### config.mk
export PLATFORM = sky130hd
export DESIGN_NAME = hidden_dac_gate
export DESIGN_NICKNAME = d
export VERILOG_FILES = /design/src/rtl/hdac_pkg.sv /design/src/rtl/hdac_decoder.sv /design/src/rtl/hdac_seq_counter.sv /design/src/rtl/hdac_regfile.sv /design/src/rtl/hidden_dac_gate.sv
export SDC_FILE = /design/constraint.sdc
export NUM_CORES = 1
export LEC_CHECK = 0
export BUFFER_PORTS_ARGS = -buffer_cell sky130_fd_sc_hd__buf_2
export CORE_MARGIN = 8
export CORE_UTILIZATION = 34
export DETAILED_ROUTE_END_ITERATION = 8
export GPL_ROUTABILITY_DRIVEN = 1
export GPL_TIMING_DRIVEN = 0
export PLACE_DENSITY = 0.56
export SYNTH_ARGS = -nofsm -noshare
export SYNTH_HDL_FRONTEND = slang
export SYNTH_SLANG_ARGS = --single-unit
### constraint.sdc
create_clock -name clk -period 2.15 [get_ports clk]
set_input_delay 0.645 -clock clk [delete_from_list [all_inputs] [get_ports clk]]
set_output_delay 0.645 -clock clk [all_outputs]
set_load 0.1 [all_outputs]
### src/rtl/hdac_pkg.sv
// Package: shared bus-operation type for the hidden DAC register gate.
// Assumes one access per cycle at most; the decoder collapses strobes into one op.
package hdac_pkg;

    typedef enum logic [2:0] {
        OP_IDLE     = 3'd0,
        OP_RD_MASK  = 3'd1,
        OP_RD_OTHER = 3'd2,
        OP_WR_MASK  = 3'd3,
        OP_WR_OTHER = 3'd4
    } hdac_op_e;

    // True for either kind of write.
    function automatic logic op_is_write(hdac_op_e op);
        return (op == OP_WR_MASK) || (op == OP_WR_OTHER);
    endfunction

endpackage

### src/rtl/hdac_decoder.sv
// Module: classifies each bus cycle into one operation.
// Assumes read and write strobes are exclusive; if both are high, the write wins.
module hdac_decoder
    import hdac_pkg::*;
#(
    parameter int          ADDR_W    = 16,
    parameter logic [ADDR_W-1:0] MASK_ADDR = 16'h03C6
) (
    input  logic              clk,
    input  logic              rst_n,
    input  logic [ADDR_W-1:0] addr,
    input  logic              rd,
    input  logic              wr,
    output hdac_op_e          op
);

    logic hit;

    // Compare the address against the mask port.
    assign hit = (addr == MASK_ADDR);

    // Collapse the strobes and the address hit into one operation code.
    always_comb begin
        if (wr)      op = hit ? OP_WR_MASK : OP_WR_OTHER;
        else if (rd) op = hit ? OP_RD_MASK : OP_RD_OTHER;
        else         op = OP_IDLE;
    end

    // strobes must be exclusive.
    assert_one_strobe_R10: assert property (@(posedge clk) disable iff (!rst_n)
        !(rd && wr));

endmodule

### src/rtl/hdac_seq_counter.sv
// Module: counts consecutive mask-port reads and raises 'armed' at the threshold.
// Assumes op comes from hdac_decoder; idle cycles keep the count.
module hdac_seq_counter
    import hdac_pkg::*;
#(
    parameter int UNLOCK_READS = 4,
    localparam int CNT_W = $clog2(UNLOCK_READS + 1)
) (
    input  logic             clk,
    input  logic             rst_n,
    input  hdac_op_e         op,
    output logic [CNT_W-1:0] count,
    output logic             armed
);

    localparam logic [CNT_W-1:0] THRESH = CNT_W'(UNLOCK_READS);

    // Armed when the threshold of consecutive reads is reached.
    assign armed = (count == THRESH);

    // Advance, clear or hold the read count per operation.
    always_ff @(posedge clk) begin
        if (!rst_n) begin
            count <= '0;
        end else begin
            unique case (op)
                OP_RD_MASK:  count <= armed ? '0 : count + CNT_W'(1);
                OP_RD_OTHER: count <= '0;
                OP_WR_MASK:  count <= '0;
                OP_WR_OTHER: count <= '0;
                default:     count <= count;
            endcase
        end
    end

    assert_count_bound_R1: assert property (@(posedge clk) disable iff (!rst_n)
        count <= THRESH);

    assert_idle_hold_R1: assert property (@(posedge clk) disable iff (!rst_n)
        op == OP_IDLE |=> $stable(count));

    assert_other_read_clears_R2: assert property (@(posedge clk) disable iff (!rst_n)
        op == OP_RD_OTHER |=> count == '0);

    assert_mask_read_inc_R3: assert property (@(posedge clk) disable iff (!rst_n)
        (op == OP_RD_MASK && !armed) |=> count == $past(count) + CNT_W'(1));

    assert_armed_read_clears_R4: assert property (@(posedge clk) disable iff (!rst_n)
        (op == OP_RD_MASK && armed) |=> count == '0);

    assert_write_clears_R7: assert property (@(posedge clk) disable iff (!rst_n)
        op_is_write(op) |=> count == '0);

endmodule

### src/rtl/hdac_regfile.sv
// Module: holds the mask and hidden registers and the registered read data.
// Assumes 'armed' reflects the count before the current access.
module hdac_regfile
    import hdac_pkg::*;
#(
    parameter int               DATA_W      = 8,
    parameter logic [DATA_W-1:0] MASK_RST   = 8'hFF,
    parameter logic [DATA_W-1:0] HIDDEN_RST = 8'h00
) (
    input  logic              clk,
    input  logic              rst_n,
    input  hdac_op_e          op,
    input  logic              armed,
    input  logic [DATA_W-1:0] wdata,
    output logic [DATA_W-1:0] rdata
);

    logic [DATA_W-1:0] mask_q;
    logic [DATA_W-1:0] hidden_q;

    // Steer a mask-port write to the hidden or the mask register.
    always_ff @(posedge clk) begin
        if (!rst_n) begin
            mask_q   <= MASK_RST;
            hidden_q <= HIDDEN_RST;
        end else if (op == OP_WR_MASK) begin
            if (armed) hidden_q <= wdata;
            else       mask_q   <= wdata;
        end
    end

    // Capture read data on read cycles only; foreign ports read as zero.
    always_ff @(posedge clk) begin
        if (!rst_n) begin
            rdata <= '0;
        end else begin
            case (op)
                OP_RD_MASK:  rdata <= armed ? hidden_q : mask_q;
                OP_RD_OTHER: rdata <= '0;
                default:     rdata <= rdata;
            endcase
        end
    end

    assert_other_read_zero_R2: assert property (@(posedge clk) disable iff (!rst_n)
        op == OP_RD_OTHER |=> rdata == '0);

    assert_mask_read_R3: assert property (@(posedge clk) disable iff (!rst_n)
        (op == OP_RD_MASK && !armed) |=> rdata == $past(mask_q));

    assert_hidden_read_R4: assert property (@(posedge clk) disable iff (!rst_n)
        (op == OP_RD_MASK && armed) |=> rdata == $past(hidden_q));

    assert_hidden_write_R5: assert property (@(posedge clk) disable iff (!rst_n)
        (op == OP_WR_MASK && armed) |=> ($stable(mask_q) && hidden_q == $past(wdata)));

    assert_mask_write_R6: assert property (@(posedge clk) disable iff (!rst_n)
        (op == OP_WR_MASK && !armed) |=> ($stable(hidden_q) && mask_q == $past(wdata)));

    assert_rdata_hold_R9: assert property (@(posedge clk) disable iff (!rst_n)
        (op != OP_RD_MASK && op != OP_RD_OTHER) |=> $stable(rdata));

endmodule

### src/rtl/hidden_dac_gate.sv
// Module: top of the hidden DAC register gate. A run of consecutive mask-port
// reads arms access to a hidden register behind the same port.
// Assumes single-cycle strobes, never both in one cycle.
module hidden_dac_gate
    import hdac_pkg::*;
#(
    parameter int                ADDR_W       = 16,
    parameter int                DATA_W       = 8,
    parameter logic [ADDR_W-1:0] MASK_ADDR    = 16'h03C6,
    parameter int                UNLOCK_READS = 4,
    parameter logic [DATA_W-1:0] MASK_RST     = 8'hFF,
    parameter logic [DATA_W-1:0] HIDDEN_RST   = 8'h00
) (
    input  logic              clk,
    input  logic              rst_n,
    input  logic [ADDR_W-1:0] bus_addr,
    input  logic              bus_rd,
    input  logic              bus_wr,
    input  logic [DATA_W-1:0] bus_wdata,
    output logic [DATA_W-1:0] bus_rdata
);

    localparam int CNT_W = $clog2(UNLOCK_READS + 1);

    hdac_op_e         op;
    logic [CNT_W-1:0] count;
    logic             armed;

    hdac_decoder #(
        .ADDR_W    (ADDR_W),
        .MASK_ADDR (MASK_ADDR)
    ) u_decoder (
        .clk  (clk),
        .rst_n(rst_n),
        .addr (bus_addr),
        .rd   (bus_rd),
        .wr   (bus_wr),
        .op   (op)
    );

    hdac_seq_counter #(
        .UNLOCK_READS(UNLOCK_READS)
    ) u_counter (
        .clk  (clk),
        .rst_n(rst_n),
        .op   (op),
        .count(count),
        .armed(armed)
    );

    hdac_regfile #(
        .DATA_W    (DATA_W),
        .MASK_RST  (MASK_RST),
        .HIDDEN_RST(HIDDEN_RST)
    ) u_regs (
        .clk  (clk),
        .rst_n(rst_n),
        .op   (op),
        .armed(armed),
        .wdata(bus_wdata),
        .rdata(bus_rdata)
    );

    // the first cycle after reset shows zero read data.
    assert_reset_rdata_R8: assert property (@(posedge clk)
        !rst_n |=> bus_rdata == '0);

endmodule

==> metrics.md <==
| Metric | Value |
|---|---|
| Outcome | `complete, no violations` |
| Cell Area, Synth | `1240 µm²` |
| Largest net degree at the start of global routing | `17` |
| Yosys warnings | `0` |
| DRC Markers | `0` |
| P&R area growth vs syn | `20.9%` |
| Max rail drop VDD | `between 0.15 and 0.2 mV` |
| Worst min-delay path class | `flop to flop` |
| Slew of the pin with the lowest slew margin | `0.613 ns` |
| Finish-stage setup viols | `0` |
| Layout Skew | `0.00985 ns` |
| Pre-antenna DRT Iters | `4` |
| HPWL Detailed | `2.60 mm` |
| Cts bufs inserted | `3` |
| Max frequency | `0.507 GHz` |
| Pins Over Slew Limit | `0` |
| XOR/XNOR Fraction of Synth Area | `0%` |
| # Post-CTS Setup Buffers | `0` |
| Final ANT Viol Nets | `0` |
| Tcrit/Tclk final | `91.7%` |
| CP startpoint kind | `input pin` |
| Die Area | `between 5000 and 6000 µm²` |
| Most common cell on crit path | `clkbuf_1` |
| Vias per inst | `5.33` |
| Power per cell area | `525 nW/µm²` |
| CTS tree | `yes` |
| Number of enable flip-flop cells after synthesis | `0` |
| Final worst path period need | `1.97 ns` |
| Post-synthesis mux area share | `6.45%` |
| Routability Congestion | `0.777` |
| Hold Slack | `between 0.4 and 0.5 ns` |
| CP Class | `input pin to flop` |
| Vias in the first global route | `1314` |
| Post-synthesis adder-cell area fraction | `2.02%` |
| Syn_area_per_cell | `8.80 µm²` |
| CP max-delay cell | `clkinv_1` |
| Mapped Cells | `141` |
| CTS Root Buffer Type | `clkbuf_4` |
| Simple-gate share of the synthesized area | `26.6%` |
| Max incr delay on CP | `around 0.41 ns` |
| Mapped Nets | `171` |
| Post-synth ARST share | `0%` |
| Gr ovfl total | `0` |
| Number of distinct library cells after synthesis | `22` |
| Max-Cap Viols | `0` |
| Crit-path max FO | `10` |
| Seq/Total Area, Yosys | `43.5%` |
| Share of cells above drive strength 1 | `24.7%` |
| Final core utilization | `a little over two fifths` |
| First-pass GRT wire length | `5.93 mm` |
| CP endpoint kind | `flop` |
| Worst slew margin | `59.1%` |
| Detailed Route WL | `3.46 mm` |
| Initial antenna violation count | `0` |
| Clk sinks | `27` |
| CP Cell Sequence | `clkbuf_1, clkinv_1, nand2_1, or3_1, clkbuf_1, o21ai_0` |
| Skew-Pair Late Insertion Delay | `0.34 ns` |
| Global Route Usage Sum | `12.1%` |
| DR vias | `between 1k and 1.5k` |
| Multi-input gate area | `roughly 640 µm²` |
| Chip Width | `76.4 µm` |
| Crit path DAT | `2.19 ns` |
| CTS max path bufs | `2` |
| Required time of the critical path | `2.37 ns` |
| Endpoints failing hold | `0` |
| Top-Level Pins | `36` |
| Leak Pwr | `0.571 nW` |
| Top cells by area, synth | `dfxtp_1, nand4_1, mux2i_1` |
| Ys flop type | `dfxtp_1` |
| RSZ-0062 raised after global routing | `no` |
| Drt initial violations | `46` |
| Reg clk slew, reported paths | `approximately 0.15 ns` |
| Flops & latches, synth | `27` |
| Core Region | `3580 µm²` |
| Die Ht | `76.4 µm` |
| Synth Area in Compound Gates | `between 10% and 20%` |
| Number of diodes | `0` |
| I/O Buffers | `33` |
| Drt wl/cell | `approximately 15 µm` |
| Cell Rows | `22` |
| Nets | `209` |
| Synth area leader | `dfxtp_1` |
| Register area | `541 µm²` |
| CTS Hold Bufs | `0` |
| # resized after CTS | `0` |
| Main combinational cell family by area after synthesis | `simple AND/OR/NAND/NOR gates` |
| Fill cells | `387` |
| Starting Density | `34.7%` |
| Top-area cell type share of the netlist area | `43.5%` |
| H-tree levels | `1` |
sequential cells by signal (all words and copies together), names as in the netlist:
name / count
u_regs.mask_q: 8
u_regs.rdata: 8
u_counter.count: 3
u_regs.hidden_q: 8
layout by cell type (no fill, tap or decap):
cell	count
a21oi_1	10
a21oi_2	1
a31oi_1	1
and2_1	1
and4_1	1
and4b_1	1
buf_1	1
buf_2	36
clkbuf_1	7
clkbuf_4	3
clkinv_1	2
clkinvlp_4	1
dfxtp_1	27
ha_1	2
inv_1	3
mux2i_1	8
nand2_1	15
nand3_1	9
nand4_1	19
nor4b_2	1
nor4b_4	2
o21ai_0	16
o31ai_1	8
or3_1	2
or4b_1	1
path summary, 6_finish.rpt:
| path | slack, ns | depth (start not counted) | endpoint | startpoint |
|---|---|---|---|---|
| min | 0.47 | 2 | u_regs.rdata[7] | u_regs.rdata[7] |
| min reg2reg | 0.47 | 2 | u_regs.rdata[7] | u_regs.rdata[7] |
| max | 0.18 | 6 | u_regs.rdata[4] | bus_wr |
| max reg2reg | 0.30 | 7 | u_regs.rdata[3] | u_counter.count[0] |
power by group:
| part | leakage (nW) | total (mW) | internal (mW) | switching, mW |
|---|---|---|---|---|
| logic | 0.339 | 0.0589 | 0.0237 | 0.0352 |
| clock network | 0.0139 | 0.229 | 0.0713 | 0.157 |
| registers | 0.218 | 0.501 | 0.501 | 0.00000163 |
cell usage after synthesis (2+ instances only):
cell type / count
dfxtp_1: 27
clkbuf_1: 7
o31ai_1: 8
a21oi_1: 11
clkinv_1: 2
o21ai_0: 16
nor4b_4: 2
nand4_1: 19
nand2_1: 15
or3_1: 2
buf_2: 3
ha_1: 2
nand3_1: 9
inv_1: 3
mux2i_1: 8
logic make-up (layout without fill, tap and decap cells):
group                    count (synthesis)  count (layout)
AND/OR/NAND/NOR                         52              52
AO/OA/AOI/OAI                           36              36
flip-flops                              27              27
buffers and inverters                   16              53
multiplexers                             8               8
adder cells (fa/ha/maj)                  2               2
cell type report:
| class | instances | area share (%) |
|---|---|---|
| Buffer | 11 | 3.00 |
| Clock buffer | 3 | 1.50 |
| Clock inverter | 1 | 0.500 |
| Inverter | 5 | 1.25 |
| Multi-Input combinational cell | 98 | 42.7 |
| Sequential cell | 27 | 36.0 |
| Tap cell | 48 | 4.00 |
| Timing Repair Buffer | 33 | 11.0 |
metrics by stage:
stage / area [µm²] / cells / power (mW) / setup TNS [ns] / setup slack [ns]
after floorplan: 1240 / 141 / 0.532 / 0 / 0.240
after global placement: 1470 / 222 / 0.567 / -1.25 / -0.165
after detailed placement: 1470 / 222 / 0.569 / -1.94 / -0.253
after CTS: 1500 / 226 / 0.793 / 0 / 0.0943
after global routing: 1500 / 226 / 0.825 / 0 / 0.0159
final: 1500 / 226 / 0.788 / 0 / 0.178
routing by layer:
layer  track usage (%)  wire length [µm]  vias to the layer above  share of wire, %
met5                 0                 0                        -                 0
met4              6.15                54                        0               1.6
met3              2.95               276                        6               8.0
met2              21.3              1660                       46                48
met1              13.1              1480                      552                43
li1                  -                 -                      601                 -
worst max-delay path: cells and delay by family:
family	cells	cell delay (ns)
compound gates	1	0.15
buf+inv	3	1.02
simple gates	2	0.37
No activity file was read; power rests on OpenSTA's default activity.
